$ cat config.mk
export PLATFORM = sky130hd
export DESIGN_NAME = chain_msg_router
export DESIGN_NICKNAME = d
export VERILOG_FILES = /design/src/rtl/chain_msg_pkg.sv /design/src/rtl/chain_msg_rx.sv /design/src/rtl/chain_msg_tx.sv /design/src/rtl/chain_msg_router.sv
export SDC_FILE = /design/constraint.sdc
export NUM_CORES = 1
export LEC_CHECK = 0
export BUFFER_PORTS_ARGS = -buffer_cell sky130_fd_sc_hd__buf_2
export CAP_MARGIN = 20
export CORE_MARGIN = 4
export CORE_UTILIZATION = 52
export CTS_CLUSTER_DIAMETER = 200
export CTS_CLUSTER_SIZE = 30
export DETAILED_ROUTE_END_ITERATION = 10
export PLACE_DENSITY = 0.73
export REMOVE_ABC_BUFFERS = 1
export SLEW_MARGIN = 20
export SYNTH_ARGS = -nofsm -noshare
export SYNTH_HDL_FRONTEND = slang
export SYNTH_SLANG_ARGS = --single-unit
$ cat constraint.sdc
create_clock -name clk -period 4 [get_ports clk]
set_clock_uncertainty 0.2 [all_clocks]
set_input_delay 0.6 -clock clk [delete_from_list [all_inputs] [get_ports clk]]
set_output_delay 0.6 -clock clk [all_outputs]
set_load 0.05 [all_outputs]
$ cat src/rtl/chain_msg_pkg.sv
package chain_msg_pkg;
   // Header field positions
   localparam int HOP_LSB   = 0;
   localparam int HOP_W     = 4;
   localparam int WR_BIT    = 4;
   localparam int POST_BIT  = 5;
   // Reply status codes
   localparam logic [7:0] STAT_OK  = 8'h00;
   localparam logic [7:0] STAT_ERR = 8'h01;

   typedef enum logic [1:0] {
      RT_IDLE,
      RT_REQ,
      RT_WAIT,
      RT_SEND
   } route_st_e;
endpackage

$ cat src/rtl/chain_msg_rx.sv
module chain_msg_rx #(
   parameter int FRAME_BYTES = 11
) (
   input  logic                         clk,
   input  logic                         rst_n,
   input  logic                         en,
   input  logic                         in_sof,
   input  logic                         in_vld,
   input  logic [7:0]                   in_byte,
   input  logic                         in_eof,
   output logic [FRAME_BYTES-1:0][7:0]  frame_q,
   output logic                         done_q,
   output logic                         good_q
);
   localparam int CNT_W = $clog2(FRAME_BYTES + 2);
   localparam logic [CNT_W-1:0] CNT_FULL = CNT_W'(FRAME_BYTES);

   logic             active_q;
   logic [CNT_W-1:0] cnt_q;
   logic [7:0]       sum_q;

   always_ff @(posedge clk or negedge rst_n) begin
      if (!rst_n) begin
         active_q <= 1'b0;
         cnt_q    <= '0;
         sum_q    <= '0;
         done_q   <= 1'b0;
         good_q   <= 1'b0;
         frame_q  <= '0;
      end else begin
         done_q <= 1'b0;
         if (!en) begin
            active_q <= 1'b0;
         end else if (in_sof) begin
            active_q <= 1'b1;
            cnt_q    <= '0;
            sum_q    <= '0;
         end else if (active_q && in_vld) begin
            if (cnt_q < CNT_FULL) frame_q[cnt_q] <= in_byte;
            if (cnt_q <= CNT_FULL) cnt_q <= cnt_q + 1'b1;
            sum_q <= sum_q + in_byte;
         end else if (active_q && in_eof) begin
            active_q <= 1'b0;
            done_q   <= 1'b1;
            good_q   <= (cnt_q == CNT_FULL) && (sum_q == 8'd0);
         end
      end
   end
endmodule

$ cat src/rtl/chain_msg_tx.sv
module chain_msg_tx #(
   parameter int FRAME_BYTES = 11
) (
   input  logic                         clk,
   input  logic                         rst_n,
   input  logic                         load,
   input  logic [FRAME_BYTES-2:0][7:0]  body,
   output logic                         o_sof,
   output logic                         o_vld,
   output logic [7:0]                   o_byte,
   output logic                         o_eof
);
   localparam int POS_W = $clog2(FRAME_BYTES + 2);
   localparam logic [POS_W-1:0] POS_SUM = POS_W'(FRAME_BYTES);
   localparam logic [POS_W-1:0] POS_END = POS_W'(FRAME_BYTES + 1);

   logic                        busy_q;
   logic [POS_W-1:0]            pos_q;
   logic [7:0]                  acc_q;
   logic [FRAME_BYTES-2:0][7:0] body_q;
   logic [POS_W-1:0]            idx;

   always_ff @(posedge clk or negedge rst_n) begin
      if (!rst_n) begin
         busy_q <= 1'b0;
         pos_q  <= '0;
         acc_q  <= '0;
         body_q <= '0;
      end else if (load) begin
         busy_q <= 1'b1;
         pos_q  <= '0;
         acc_q  <= '0;
         body_q <= body;
      end else if (busy_q) begin
         pos_q <= pos_q + 1'b1;
         if (o_vld) acc_q <= acc_q + o_byte;
         if (pos_q == POS_END) busy_q <= 1'b0;
      end
   end

   always_comb begin
      idx    = pos_q - 1'b1;
      o_sof  = busy_q && (pos_q == '0);
      o_vld  = busy_q && (pos_q != '0) && (pos_q <= POS_SUM);
      o_eof  = busy_q && (pos_q == POS_END);
      o_byte = 8'd0;
      if (o_vld) begin
         if (pos_q == POS_SUM) o_byte = 8'd0 - acc_q;
         else                  o_byte = body_q[idx];
      end
   end
endmodule

$ cat src/rtl/chain_msg_router.sv
module chain_msg_router
   import chain_msg_pkg::*;
#(
   parameter int ADDR_BYTES  = 4,
   parameter int DATA_BYTES  = 4,
   parameter bit WR_RSP_ECHO = 1'b1
) (
   input  logic                    clk,
   input  logic                    rst_n,
   input  logic                    rx_sof,
   input  logic                    rx_vld,
   input  logic [7:0]              rx_byte,
   input  logic                    rx_eof,
   output logic                    fwd_sof,
   output logic                    fwd_vld,
   output logic [7:0]              fwd_byte,
   output logic                    fwd_eof,
   output logic                    rsp_sof,
   output logic                    rsp_vld,
   output logic [7:0]              rsp_byte,
   output logic                    rsp_eof,
   output logic                    bus_req,
   output logic                    bus_we,
   output logic [8*ADDR_BYTES-1:0] bus_addr,
   output logic [8*DATA_BYTES-1:0] bus_wdata,
   input  logic                    bus_rdy,
   input  logic [8*DATA_BYTES-1:0] bus_rdata,
   input  logic                    bus_err
);
   localparam int FRAME_BYTES = ADDR_BYTES + DATA_BYTES + 3;
   localparam int ADDR_W      = 8 * ADDR_BYTES;
   localparam int DATA_W      = 8 * DATA_BYTES;
   localparam int DATA_OFS    = 1 + ADDR_BYTES;
   localparam int STAT_OFS    = DATA_OFS + DATA_BYTES;

   if (ADDR_BYTES < 1 || ADDR_BYTES > 4) begin : g_bad_addr
      $error("chain_msg_router: ADDR_BYTES must be 1..4");
   end
   if (DATA_BYTES < 1 || DATA_BYTES > 4) begin : g_bad_data
      $error("chain_msg_router: DATA_BYTES must be 1..4");
   end

   route_st_e                    st_q;
   logic                         sel_rsp_q;
   logic [FRAME_BYTES-1:0][7:0]  rx_frame;
   logic                         rx_done, rx_good;
   logic [7:0]                   hdr;
   logic [HOP_W-1:0]             hop;
   logic                         is_wr, is_post;
   logic [ADDR_W-1:0]            req_addr;
   logic [DATA_W-1:0]            req_wdata, rsp_data;
   logic                         take, load_fwd, load_rsp;
   logic [FRAME_BYTES-2:0][7:0]  tx_body;
   logic                         t_sof, t_vld, t_eof;
   logic [7:0]                   t_byte;

   chain_msg_rx #(.FRAME_BYTES(FRAME_BYTES)) u_rx (
      .clk     (clk),
      .rst_n   (rst_n),
      .en      (st_q == RT_IDLE),
      .in_sof  (rx_sof),
      .in_vld  (rx_vld),
      .in_byte (rx_byte),
      .in_eof  (rx_eof),
      .frame_q (rx_frame),
      .done_q  (rx_done),
      .good_q  (rx_good)
   );

   assign hdr     = rx_frame[0];
   assign hop     = hdr[HOP_LSB +: HOP_W];
   assign is_wr   = hdr[WR_BIT];
   assign is_post = hdr[POST_BIT];

   for (genvar i = 0; i < ADDR_BYTES; i++) begin : g_addr
      assign req_addr[8*(ADDR_BYTES-1-i) +: 8] = rx_frame[1 + i];
   end
   for (genvar i = 0; i < DATA_BYTES; i++) begin : g_wdata
      assign req_wdata[8*(DATA_BYTES-1-i) +: 8] = rx_frame[DATA_OFS + i];
   end

   if (WR_RSP_ECHO) begin : g_echo_wr
      assign rsp_data = is_wr ? req_wdata : bus_rdata;
   end else begin : g_raw_rd
      assign rsp_data = bus_rdata;
   end

   assign take     = (st_q == RT_IDLE) && rx_done && rx_good;
   assign load_fwd = take && (hop > HOP_W'(1));
   assign load_rsp = (st_q == RT_WAIT) && bus_rdy && !is_post;

   always_comb begin
      for (int b = 0; b < FRAME_BYTES - 1; b++) tx_body[b] = rx_frame[b];
      if (load_rsp) begin
         for (int b = 0; b < DATA_BYTES; b++)
            tx_body[DATA_OFS + b] = rsp_data[8*(DATA_BYTES-1-b) +: 8];
         tx_body[STAT_OFS] = bus_err ? STAT_ERR : STAT_OK;
      end else begin
         tx_body[0][HOP_LSB +: HOP_W] = hop - 1'b1;
      end
   end

   chain_msg_tx #(.FRAME_BYTES(FRAME_BYTES)) u_tx (
      .clk    (clk),
      .rst_n  (rst_n),
      .load   (load_fwd || load_rsp),
      .body   (tx_body),
      .o_sof  (t_sof),
      .o_vld  (t_vld),
      .o_byte (t_byte),
      .o_eof  (t_eof)
   );

   always_ff @(posedge clk or negedge rst_n) begin
      if (!rst_n) begin
         st_q      <= RT_IDLE;
         sel_rsp_q <= 1'b0;
      end else begin
         case (st_q)
            RT_IDLE: begin
               if (take && hop == HOP_W'(1)) st_q <= RT_REQ;
               else if (load_fwd) begin
                  st_q      <= RT_SEND;
                  sel_rsp_q <= 1'b0;
               end
            end
            RT_REQ:  st_q <= RT_WAIT;
            RT_WAIT: begin
               if (bus_rdy) begin
                  if (is_post) st_q <= RT_IDLE;
                  else begin
                     st_q      <= RT_SEND;
                     sel_rsp_q <= 1'b1;
                  end
               end
            end
            default: if (t_eof) st_q <= RT_IDLE;
         endcase
      end
   end

   assign bus_req   = (st_q == RT_REQ);
   assign bus_we    = is_wr;
   assign bus_addr  = req_addr;
   assign bus_wdata = req_wdata;

   assign fwd_sof  = t_sof && !sel_rsp_q;
   assign fwd_vld  = t_vld && !sel_rsp_q;
   assign fwd_eof  = t_eof && !sel_rsp_q;
   assign fwd_byte = sel_rsp_q ? 8'd0 : t_byte;
   assign rsp_sof  = t_sof && sel_rsp_q;
   assign rsp_vld  = t_vld && sel_rsp_q;
   assign rsp_eof  = t_eof && sel_rsp_q;
   assign rsp_byte = sel_rsp_q ? t_byte : 8'd0;
endmodule

==> metrics <==
initial DRC count=566; Skew-Pair Late Insertion Delay=0.44 ns; share of cells above drive strength 1=26.5%; commonest non-fill, non-tap cell in the layout=nand2_1; syn avg cell area=between 10 and 15 µm²; Remaining Overflow, GRT=0; Chip Width=145 µm; Largest stage delay, worst path=0.45 ns; Final ANT Viol Nets=0; Hold Path Class=in2async; # Post-CTS Setup Buffers=0; maximum clock rate=269 MHz; row count=49; Synth warnings=0; Post-Syn Instances=a little over 900; Post-Place Worst Slack=0.120 ns; initial core utilization=53.5%; Die Area=21000 µm²; clock tree buffer depth=2; worst slew pin tran=0.820 ns; # fillers=~1500; CP most frequent cell=a21oi_1; post-synthesis register bit count=between 150 and 200; 1st-pass router iterations=6; Lkg Pwr=5.74 nW; CTS tree=done; Syn Std Cell Area=9750 µm²; Worst setup EP type=flop; Post-synth ARST share=100%; Post-DP HPWL=between 15 and 20 mm; Crit path required time=4.16 ns; P_int=3.24 mW; clock share of power=35.1%; Cell Chain, Critical Path=inv_1, ha_4, buf_4, mux4_2, mux2i_1, o22ai_1, a22oi_1, inv_1, ha_1, a21oi_1, a21oi_1, o21ai_0, xor2_1, or3_1, a21oi_1; io pins=between 100 and 150; Root Buffer=clkbuf_16; first-pass GRT wire length=just under 40 mm; max-slew violations=0; Switching Share=31.0%; CTS clk-pin slew, worst paths=0.08 ns; critical path peak fanout=11; WHS=-0.0183 ns; Seq pwr share=48.3%; setup violators final=0; period utilization=between 90 and 100%; Post-synth EDFFs=0; final worst slack=0.289 ns; worst-path cell with the longest stage delay=dfrtp_1; largest net degree at the start of global routing=73; TritonCTS Buffers=17; Hold Vio Cnt, Final=20; aggregate global-route resource usage=23.8%; vias in the first global route=7009; Routed wire per std cell=20.1 µm; Port Buffers=~130; critical path class=reg2reg; register area=4780 µm²; vias per cell=~5.7; gpl congestion=0.842; PnR Total Power=~4.7 mW; peak supply drop=between 0.3 and 0.4 mV; Worst setup SP type=flop; total wire length=between 20 and 25 mm; final net count=approximately 1100; area of the multi-input gates=4240 µm²; Seq/Total Area, Yosys=between 40% and 50%; CTS Sinks=around 190; MaxCap Viol Count=0; RSZ-0062 raised after global routing=false; Rel. slew slack=45.2%; Netlist cell types=56; DIE HEIGHT=145 µm; crit path time final=~3.7 ns; CP Data Arrival Time=just under 4 ns; Main synth FF type=dfrtp_1; H-tree levels=4; Remaining DRCs=0; Power Dens Cells=approximately 430 nW/µm²; CORE AREA=between 15000 and 20000 µm²; final core utilization=between 50% and 60%; Layout area overhead=10.7%; total number of vias=7007; initial antenna violation count=0; P_sw=1.45 mW; Combinational Power Share=between 10% and 20%; most frequent cells in the layout=nand2_1, dfrtp_1, buf_2; status=complete, but fails checks; failing checks=negative hold slack
## state kept, by name, indices dropped and copies added, names as in the netlist
name and count:
u_rx.frame_q 80, u_tx.body_q 80, u_rx.sum_q 8, u_tx.acc_q 8, u_rx.cnt_q 4, u_tx.pos_q 4, st_q 2, sel_rsp_q 1
u_rx.active_q 1, u_rx.done_q 1, u_rx.good_q 1, u_tx.busy_q 1
## layout make-up
class / count / area share, %
Multi-Input combinational cell: 600 / 39.3
Tap cell: 229 / 2.65
Inverter: 18 / 0.626
Sequential cell: 191 / 44.3
Clock buffer: 19 / 4.01
Antenna cell: 1 / 0.0232
Clock inverter: 12 / 1.22
Timing Repair Buffer: 153 / 7.88
## cell families after synthesis
logic type / after synthesis / share of synthesized area, %
compound gates: 115 / 7.91
xor+xnor: 24 / 2.23
fa+ha+maj: 25 / 3.36
buf+inv: 131 / 7.70
flops: 191 / 49.0
mux: 121 / 15.5
simple gates: 315 / 14.2
## routing by layer
| layer | wire (µm) | vias to the layer above | track usage [%] |
|---|---|---|---|
| li1 | - | 3223 | - |
| met1 | 11000 | 3513 | 34.4 |
| met2 | 11400 | 247 | 36.8 |
| met3 | 1780 | 24 | 5.92 |
| met4 | 415 | 0 | 5.56 |
| met5 | 0 | - | 0 |
## power groups by stage
stage / Clock (mW) / Sequential [mW] / Combinational [mW]
global placement: 0 / 2.30 / 0.762
detailed placement: 0 / 2.30 / 0.780
global route: 1.75 / 2.29 / 0.858
finish: 1.65 / 2.26 / 0.776
CTS: 1.66 / 2.26 / 0.784
floorplan: 0 / 2.45 / 0.346
## final timing paths
kind	startpoint	to	slack, ns	depth (start not counted)
hold / removal	rst_n	u_tx.body_q[42]$_DFFE_PN0N_	-0.02	1
max in group asynchronous	rst_n	u_rx.frame_q[53]$_DFFE_PN0P_	2.74	2
hold reg to reg	u_tx.body_q[13]$_DFFE_PN0N_	u_tx.body_q[13]$_DFFE_PN0N_	0.27	2
min in group clk	bus_rdata[15]	u_tx.body_q[63]$_DFFE_PN0N_	0.18	3
setup / recovery	u_tx.pos_q[1]$_DFFE_PN0P_	u_tx.acc_q[7]$_DFFE_PN0P_	0.29	15
setup reg to reg	u_tx.pos_q[1]$_DFFE_PN0P_	u_tx.acc_q[7]$_DFFE_PN0P_	0.29	15
## per-stage QoR
step | hold WS [ns] | setup TNS [ns] | cell area, µm² | std cells
final | -0.0183 | 0 | 10800 | 1223
after CTS | 0.00197 | 0 | 10800 | 1222
after global routing | 0.0186 | 0 | 10800 | 1222
after detailed placement | 0.253 | 0 | 10200 | 1191
after floorplan | 0.104 | -3.55 | 9070 | 809
after global placement | 0.251 | 0 | 10200 | 1191
## Yosys cell counts, types with 8 or more instances
master / number / area (µm²)
mux2i_1: 23 / 230
nor3_1: 9 / 45.0
o22ai_1: 9 / 56.3
dfrtp_1: 191 / 4780
xnor2_1: 10 / 87.6
a22o_1: 8 / 70.1
and2_1: 9 / 56.3
nor2_1: 38 / 143
nand2_1: 205 / 769
buf_4: 64 / 480
ha_1: 23 / 288
o21ai_0: 16 / 80.1
mux2_2: 50 / 563
nor2b_1: 11 / 68.8
a22oi_1: 37 / 278
inv_1: 18 / 67.6
buf_2: 9 / 45.0
mux2_1: 32 / 360
mux4_2: 16 / 360
nand3_1: 11 / 55.1
a21oi_1: 22 / 110
buf_1: 11 / 41.3
clkbuf_1: 28 / 105
xor2_1: 13 / 114
## worst max-delay path: cells and delay by family (launching register included)
kind,cells,cell delay [ns]
AOI/OAI and AO/OA,6,1.04
xor gates and xnor gates,1,0.10
adders and majority gates,2,0.66
buffers and inverters,3,0.39
DFF,1,0.45
muxes,2,0.47
and+or+nand+nor,1,0.31
## repair_timing
action / in CTS / in global routing
gates resized for setup: 0 / 3
hold buffers: 0 / 0
hold endpoints to repair: 0 / 0
setup endpoints to repair: 0 / 2
No activity file was read; power rests on OpenSTA's default activity.
